## src/rtl/pbe_pkg.sv

```systemverilog
package pbe_pkg;
  typedef enum logic [1:0] {
    PH_RUN   = 2'd0,
    PH_WAIT  = 2'd1,
    PH_GRANT = 2'd2,
    PH_BLANK = 2'd3
  } pbe_phase_e;
endpackage

```

## src/rtl/pbe_blank_timer.sv

```systemverilog
module pbe_blank_timer #(
  parameter int BLANK_CLKS = 6
) (
  input  logic clk,
  input  logic rst_n,
  input  logic active,
  output logic done
);
  localparam int CW = (BLANK_CLKS > 1) ? $clog2(BLANK_CLKS) : 1;
  localparam logic [CW-1:0] LAST = CW'(BLANK_CLKS - 1);

  logic [CW-1:0] cnt_q, cnt_d;
  logic          cnt_en;

  always_comb begin
    cnt_en = 1'b1;
    if (!active)           cnt_d = '0;
    else if (cnt_q == LAST) cnt_d = cnt_q;
    else                   cnt_d = cnt_q + 1'b1;
  end

  always_ff @(posedge clk or negedge rst_n) begin
    if (!rst_n)      cnt_q <= '0;
    else if (cnt_en) cnt_q <= cnt_d;
  end

  assign done = active && (cnt_q == LAST);
endmodule

```

## src/rtl/pbe_pin_latch.sv

```systemverilog
module pbe_pin_latch (
  input  logic clk,
  input  logic rst_n,
  input  logic capture,
  input  logic pin_n,
  output logic held_n
);
  logic held_d;

  always_comb held_d = capture ? pin_n : held_n;

  always_ff @(posedge clk or negedge rst_n) begin
    if (!rst_n)       held_n <= 1'b1;
    else if (capture) held_n <= held_d;
  end
endmodule

```

## src/rtl/pbe_phase_fsm.sv

```systemverilog
module pbe_phase_fsm
  import pbe_pkg::*;
(
  input  logic       clk,
  input  logic       rst_n,
  input  logic       stop_req,
  input  logic       grant_stb,
  input  logic       held_n,
  input  logic       blank_done,
  output pbe_phase_e phase,
  output logic       capture
);
  pbe_phase_e ph_d;

  always_comb begin
    ph_d    = phase;
    capture = 1'b0;
    unique case (phase)
      PH_RUN: begin
        if (stop_req) begin
          ph_d    = PH_WAIT;
          capture = 1'b1;
        end
      end
      PH_WAIT: begin
        if (!stop_req)      ph_d = PH_BLANK;
        else if (grant_stb) ph_d = PH_GRANT;
      end
      PH_GRANT: begin
        if (!held_n || !stop_req) ph_d = PH_BLANK;
      end
      PH_BLANK: begin
        if (blank_done) ph_d = PH_RUN;
      end
      default: ph_d = PH_RUN;
    endcase
  end

  always_ff @(posedge clk or negedge rst_n) begin
    if (!rst_n) phase <= PH_RUN;
    else        phase <= ph_d;
  end
endmodule

```

## src/rtl/pbe_sampler.sv

```systemverilog
module pbe_sampler
  import pbe_pkg::*;
#(
  parameter int BLANK_CLKS = 6
) (
  input  logic clk,
  input  logic rst_n,
  input  logic stop_req,
  input  logic cpu_pin_n,
  input  logic grant_stb,
  output logic break_event,
  output logic fp_error,
  output logic clk_stop
);
  pbe_phase_e phase;
  logic       capture;
  logic       held_n;
  logic       blank_done;
  logic       blank_on;

  assign blank_on = (phase == PH_BLANK);

  pbe_phase_fsm u_fsm (
    .clk        (clk),
    .rst_n      (rst_n),
    .stop_req   (stop_req),
    .grant_stb  (grant_stb),
    .held_n     (held_n),
    .blank_done (blank_done),
    .phase      (phase),
    .capture    (capture)
  );

  pbe_pin_latch u_latch (
    .clk     (clk),
    .rst_n   (rst_n),
    .capture (capture),
    .pin_n   (cpu_pin_n),
    .held_n  (held_n)
  );

  pbe_blank_timer #(.BLANK_CLKS(BLANK_CLKS)) u_timer (
    .clk    (clk),
    .rst_n  (rst_n),
    .active (blank_on),
    .done   (blank_done)
  );

  assign clk_stop    = (phase == PH_WAIT) || (phase == PH_GRANT);
  assign break_event = (phase == PH_GRANT) && !held_n;
  assign fp_error    = (phase == PH_RUN) && !cpu_pin_n;
endmodule

```

## config.mk

```make
export PLATFORM = sky130hd
export DESIGN_NAME = pbe_sampler
export DESIGN_NICKNAME = d
export VERILOG_FILES = /design/src/rtl/pbe_pkg.sv /design/src/rtl/pbe_blank_timer.sv /design/src/rtl/pbe_pin_latch.sv /design/src/rtl/pbe_phase_fsm.sv /design/src/rtl/pbe_sampler.sv
export SDC_FILE = /design/constraint.sdc
export NUM_CORES = 1
export LEC_CHECK = 0
export ABC_AREA = 1
export ABC_CLOCK_PERIOD_IN_PS = 2100
export BUFFER_PORTS_ARGS = -buffer_cell sky130_fd_sc_hd__buf_2
export CELL_PAD_IN_SITES_DETAIL_PLACEMENT = 0
export CELL_PAD_IN_SITES_GLOBAL_PLACEMENT = 1
export CORE_MARGIN = 5
export CORE_UTILIZATION = 30
export DETAILED_ROUTE_END_ITERATION = 10
export PLACE_DENSITY_LB_ADDON = 0.1
export SLEW_MARGIN = 0
export SYNTH_ARGS = -nofsm -noshare
export SYNTH_HDL_FRONTEND = slang
export SYNTH_SLANG_ARGS = --single-unit
```

## constraint.sdc

```tcl
create_clock -name clk -period 2.1 [get_ports clk]
set_input_delay 0 -clock clk [delete_from_list [all_inputs] [get_ports clk]]
set_output_delay 0 -clock clk [all_outputs]
set_load 0.02 [all_outputs]
```

==> results.json, run 1 <==
{
  "outcome": "completed",
  "synth_top_area_cell": "dfrtp_1",
  "p_leak_nw": 0.296,
  "hold_viol": 0,
  "worst_slew_pin_slew_ns": 0.157,
  "powerDensity_nw_per_um2": 1290,
  "worstPathRequired_ns": 2.10,
  "endpoint_kind": "primary output",
  "setup_viol": 0,
  "crit_type": "reg2out",
  "hold_depth": 3,
  "crit_chain": "inv_1, ha_1, inv_1, nor2_1, buf_2",
  "yosys_warnings": 0,
  "cts_tree": "done",
  "most-common-layout-cells": "nand2_1, inv_1, ha_1, buf_2, dfrtp_1",
  "cts_root_buffer": "clkbuf_4",
  "crit_top_cell": "inv_1",
  "fmax_ghz": 0.760,
  "grt_max_degree": 7,
  "synth_adder_area_share_pct": 20.5,
  "rsz0062_at_grt": "false",
  "crit_family": "flip-flops",
  "core_sq_um": 1320,
  "cp.buffers_inverters": 3,
  "layout_commonest_cell": "nand2_1",
  "syn_to_final_growth_pct": 23.4,
  "ys_seq_area_share_pct": 35.4,
  "ys_ff_latch": 6,
  "finalMaxSlewViolations": 0,
  "start_util_pct": 32.5,
  "place.gp.congestion": 0.679,
  "finClkSkew_ns": 0.000288,
  "post_cts.repair.setup_buffers": 0,
  "holdCritStartpoint": "stop_req",
  "drt-total-wl_um": 740,
  "die_height_um": 47.8,
  "ir_drop_uv": 529,
  "holdCritPathClass": "in2reg",
  "grt_use_total_pct": 8.91,
  "drive_above_1_share_pct": 21.4,
  "fin_crit_sh_pct": 62.7,
  "synth.area.top_cells": "dfrtp_1, ha_1, nand2_1",
  "synth_xor_area_share_pct": 2.05,
  "crit_fanout": 5,
  "syn_nets": 69,
  "postSynthCellCount": 57,
  "drtAntennaViolNets": 0,
  "cts_hold_buf": 2,
  "diodes": 0,
  "firstDrtPassIters": 3,
  "synth_area_sq_um": 428,
  "num-nets-final": 83,
  "synthSimpleGateAreaFrac_pct": 28.4,
  "ys_types": 13,
  "grt-ovfl-total": 0,
  "pin_count": 8,
  "reg2reg_slack_ns": 0.88,
  "r2r-start": "u_fsm.phase[0]",
  "grt_pass1_wl_um": 1340,
  "post-route-min-period_ns": 1.32,
  "path_clk_slew_ns": 0.05,
  "holdWs_ns": 0.0201,
  "portBuffers": 7,
  "arrival_ns": 1.32,
  "synthMuxAreaShare_pct": 0,
  "crit_path_start_kind": "register",
  "synth_top_family_by_area": "simple AND/OR/NAND/NOR gates",
  "fin_tns_setup_ns": 0,
  "cts_max_level": 1,
  "via_count": 352,
  "cp_slowest_cell": "dfrtp_1",
  "post-route-drc-count": 0,
  "drt-wirelength-per-cell_um": 8.71,
  "syn_avg_cell_area_sq_um": 7.51,
  "die_area_sq_um": 2280,
  "drv_cap": 0,
  "cts_buffers": 3,
  "clkLatencyLatePin_ns": 0.24,
  "clk_path_buf_depth": 2,
  "antenna_found_initial": 0,
  "cts_resized": 0,
  "synth_top_area_share_pct": 29.2,
  "max_stage_delay_ns": 0.41,
  "synth_compound_area_share_pct": 5.85,
  "die_w_um": 47.8,
  "cts.sinks": 6,
  "fill_cells": 149,
  "rr_endpoint": "u_fsm.phase[0]",
  "routed_via_density": 4.14,
  "fp-row-count": 13,
  "first_iter_violations": 2,
  "place_hpwl_um": 643,
  "relSlewSlack_pct": 89.5,
  "hold_path_end": "u_latch.held_n",
  "rr_worst_depth": 8,
  "grt_pass1_vias": 338
}
-- worst reg2reg max path, cell delays in order, from the launching register on --
cell and delay (ns):
dfrtp_1 0.40, inv_1 0.11, ha_1 0.25, nand2_1 0.09
nand2_1 0.05, inv_1 0.04, nand2_1 0.06, nand2_1 0.06
nand2_1 0.04
-- layer usage --
metal / vias to the layer above / track usage [%] / wire length [um]
li1: 198 / - / -
met5: - / 0 / 0
met1: 146 / 10.6 / 363
met4: 0 / 3.23 / 0
met2: 8 / 12.1 / 313
met3: 0 / 6.77 / 64
-- worst max path at each step --
stage,startpoint,to,slack [ns],cells after the start
after floorplan,u_fsm.phase[0],u_fsm.phase[1],0.98,4
after CTS,u_fsm.phase[0],fp_error,0.76,5
after global routing,u_fsm.phase[0],fp_error,0.64,5
after global placement,u_fsm.phase[0],u_fsm.phase[1],0.88,8
after detailed placement,u_fsm.phase[0],u_fsm.phase[0],0.87,8
final,u_fsm.phase[0],fp_error,0.78,5
-- report_power, final --
part / internal [mW] / switching [mW] / total, mW
registers: 0.166 / 0.0458 / 0.212
clock network: 0.0720 / 0.0420 / 0.114
logic: 0.136 / 0.220 / 0.356
total: 0.374 / 0.307 / 0.682
-- through the flow --
step                      instances  util (%)  power [mW]  setup slack (ns)  cell area (sq um)
after detailed placement         79      36.6       0.580             0.868                482
after global routing             85      40.1       0.776             0.638                528
after CTS                        85      40.1       0.705             0.762                528
after floorplan                  57         -       0.488             0.985                428
final                            85      40.1       0.682             0.784                528
after global placement           79      36.6       0.584             0.881                482
-- logic make-up after synthesis --
logic type / Yosys count
AOI/OAI and AO/OA: 5
buffers and inverters: 9
and+or+nand+nor: 29
xor gates and xnor gates: 1
adders and majority gates: 7
DFF: 6
-- state kept, by name (all words and copies together) (netlist names) --
register        cells
u_fsm.phase         2
u_timer.cnt_q       3
u_latch.held_n      1
-- area by class of cell --
cell class / instances / area (sq um) / area share [%]
Inverter: 9 / 33.8 / 6.40
Multi-Input combinational cell: 42 / 243 / 46.0
Sequential cell: 6 / 151 / 28.7
Clock buffer: 4 / 26.3 / 4.98
Timing Repair Buffer: 9 / 55.1 / 10.4
Tap cell: 15 / 18.8 / 3.55
-- cell usage after synthesis (all sizes together) --
cell type	number
nand2	21
inv	9
ha	7
dfrtp	5
nand3	4
nor2	4
o21ai	3
a21oi	2
dfstp	1
xnor2	1
(Power assumes the default switching activity.)
==> inputs of run 2 (changes only) <==
--- a/config.mk
+++ b/config.mk
@@ -6,7 +6,7 @@
 export NUM_CORES = 1
 export LEC_CHECK = 0
 export ABC_AREA = 1
-export ABC_CLOCK_PERIOD_IN_PS = 2100
+export ABC_CLOCK_PERIOD_IN_PS = 1300
 export BUFFER_PORTS_ARGS = -buffer_cell sky130_fd_sc_hd__buf_2
 export CELL_PAD_IN_SITES_DETAIL_PLACEMENT = 0
 export CELL_PAD_IN_SITES_GLOBAL_PLACEMENT = 1
==> constraint.sdc (replaced) <==
create_clock -name clk -period 1.3 [get_ports clk]
set_input_delay 0 -clock clk [delete_from_list [all_inputs] [get_ports clk]]
set_output_delay 0 -clock clk [all_outputs]
set_load 0.02 [all_outputs]
==> run 2 against run 1 <==
Clock power increased by 63%. Hold slack improved by 0.0029 ns. Final cell count unchanged. Via count increased by 2.3%. Critical path depth unchanged. Count of clock-buffer cells in the layout unchanged. Flip-flop and latch count unchanged. Die area unchanged. Sequential power increased by 67%. Total power increased by 67%. Non-clock buffer count unchanged. Critical path type unchanged. Highest routed layer unchanged.
==> results.json, run 2 (same netlist as run 1, synthesis figures left out) <==
{
  "grt_max_degree": 7,
  "diodes": 0,
  "cts_root_buffer": "clkbuf_4",
  "drt-total-wl_um": 772,
  "antenna_found_initial": 0,
  "drtAntennaViolNets": 0,
  "fp-row-count": 13,
  "crit_end": "fp_error",
  "most-common-layout-cells": "nand2_1, inv_1, ha_1, buf_2",
  "num-nets-final": 83,
  "outcome": "completed",
  "grt_use_total_pct": 9.06,
  "regMostFlops": "u_timer.cnt_q",
  "drt-wirelength-per-cell_um": 9.08,
  "fmax_ghz": 0.806,
  "rr_worst_depth": 8,
  "arrival_ns": 1.24,
  "firstDrtPassIters": 3,
  "setup_viol": 0,
  "clkLatencyLatePin_ns": 0.25,
  "place_hpwl_um": 656,
  "syn_to_final_growth_pct": 24.9,
  "drv_cap": 0,
  "via_count": 360,
  "post-route-min-period_ns": 1.24,
  "finClkSkew_ns": 0.00276,
  "grt-ovfl-total": 0,
  "crit_type": "reg2out",
  "p_total_mw": 1.14,
  "grt_pass1_vias": 323,
  "path_clk_slew_ns": 0.05,
  "routed_via_density": 4.24,
  "portBuffers": 7,
  "grt_pass1_wl_um": 1320,
  "finalNonFillerCells": 85,
  "ir_drop_uv": 828,
  "layout_commonest_cell": "nand2_1",
  "largest_register_ffs": 3,
  "cts_tree": "done",
  "start_util_pct": 32.5,
  "cts_max_level": 1,
  "worst_slew_pin_slew_ns": 0.176,
  "core_sq_um": 1320,
  "pin_count": 8,
  "post-route-drc-count": 0,
  "cts.sinks": 6,
  "die_w_um": 47.8,
  "cts_buffers": 3,
  "hold_viol": 0,
  "fin_ws_ns": 0.0599,
  "crit_path_start_kind": "register",
  "placedCellCount": 79,
  "fin_crit_sh_pct": 95.4,
  "rr_endpoint": "u_fsm.phase[1]",
  "place.gp.congestion": 0.624,
  "drive_above_1_share_pct": 27.1,
  "relSlewSlack_pct": 88.3,
  "p_leak_nw": 0.292,
  "fin_tns_setup_ns": 0,
  "worstSetupStartpoint": "u_fsm.phase[0]",
  "preCtsSetupSlack_ns": 0.0736,
  "clk_path_buf_depth": 2,
  "rsz0062_at_grt": "true",
  "die_area_sq_um": 2280,
  "holdCritPathClass": "in2reg",
  "top_regs": "u_timer.cnt_q x3, u_fsm.phase x2, u_latch.held_n x1",
  "crit_fanout": 5,
  "worstPathRequired_ns": 1.30,
  "finalMaxSlewViolations": 0,
  "powerDensity_nw_per_um2": 2130,
  "first_iter_violations": 8,
  "endpoint_kind": "primary output",
  "die_height_um": 47.8,
  "reg2reg_slack_ns": 0.15,
  "r2r-start": "u_fsm.phase[1]"
}
run 2: power breakdown:
group	leakage, nW	internal [mW]	switching, mW
logic	0.203	0.234	0.362
registers	0.0747	0.272	0.0826
clock network	0.0150	0.116	0.0699
total	0.292	0.622	0.514
run 2: worst min path at each step:
| stage | depth (start not counted) | startpoint | slack (ns) | end |
|---|---|---|---|---|
| 6_report | 3 | stop_req | 0.02 | u_latch.held_n |
| 4_1_cts | 3 | stop_req | 0.02 | u_latch.held_n |
| 2_1_floorplan | 0 | rst_n | -0.30 | u_fsm.phase[0] |
| 3_5_place_dp | 1 | rst_n | -0.17 | u_timer.cnt_q[2] |
| 5_1_grt | 3 | stop_req | 0.06 | u_latch.held_n |
| 3_3_place_gp | 1 | rst_n | -0.17 | u_timer.cnt_q[2] |
run 2: critical path, stage by stage, from the launching register on:
cell,delay [ns]
dfrtp_2,0.43
inv_2,0.09
ha_2,0.20
inv_1,0.05
nor2_1,0.08
buf_4,0.14
run 2: cell type report:
type | count | area (sq um)
Clock buffer | 4 | 26.3
Fill cell | 149 | 783
Inverter | 9 | 33.8
Multi-Input combinational cell | 42 | 245
Sequential cell | 6 | 153
Tap cell | 15 | 18.8
Timing Repair Buffer | 9 | 57.6
run 2: layer usage:
metal  vias up  GRT usage (%)  share of wire (%)
met1       150           11.8                 53
met2         7           11.3                 38
met3         0           6.77                9.1
met4         0           3.23                  0
li1        203              -                  -
met5         -              0                  0
run 2: timing repair:
| item | 4_1_cts | 5_1_grt |
|---|---|---|
| hold buffers | 2 | 0 |
| endpoints found under the setup margin | 1 | 4 |
| endpoints found under the hold margin | 7 | 0 |
| gates cloned | 0 | 0 |
| buffers inserted | 0 | 0 |
| resized for setup | 1 | 4 |
run 2: stage by stage:
step | instance area, sq um | util, % | hold slack, ns
4_1_cts | 528 | 40.1 | 0.0180
6_report | 534 | 40.6 | 0.0230
3_5_place_dp | 482 | 36.6 | -0.170
2_1_floorplan | 428 | - | -0.296
3_3_place_gp | 482 | 36.6 | -0.167
5_1_grt | 534 | 40.6 | 0.0590
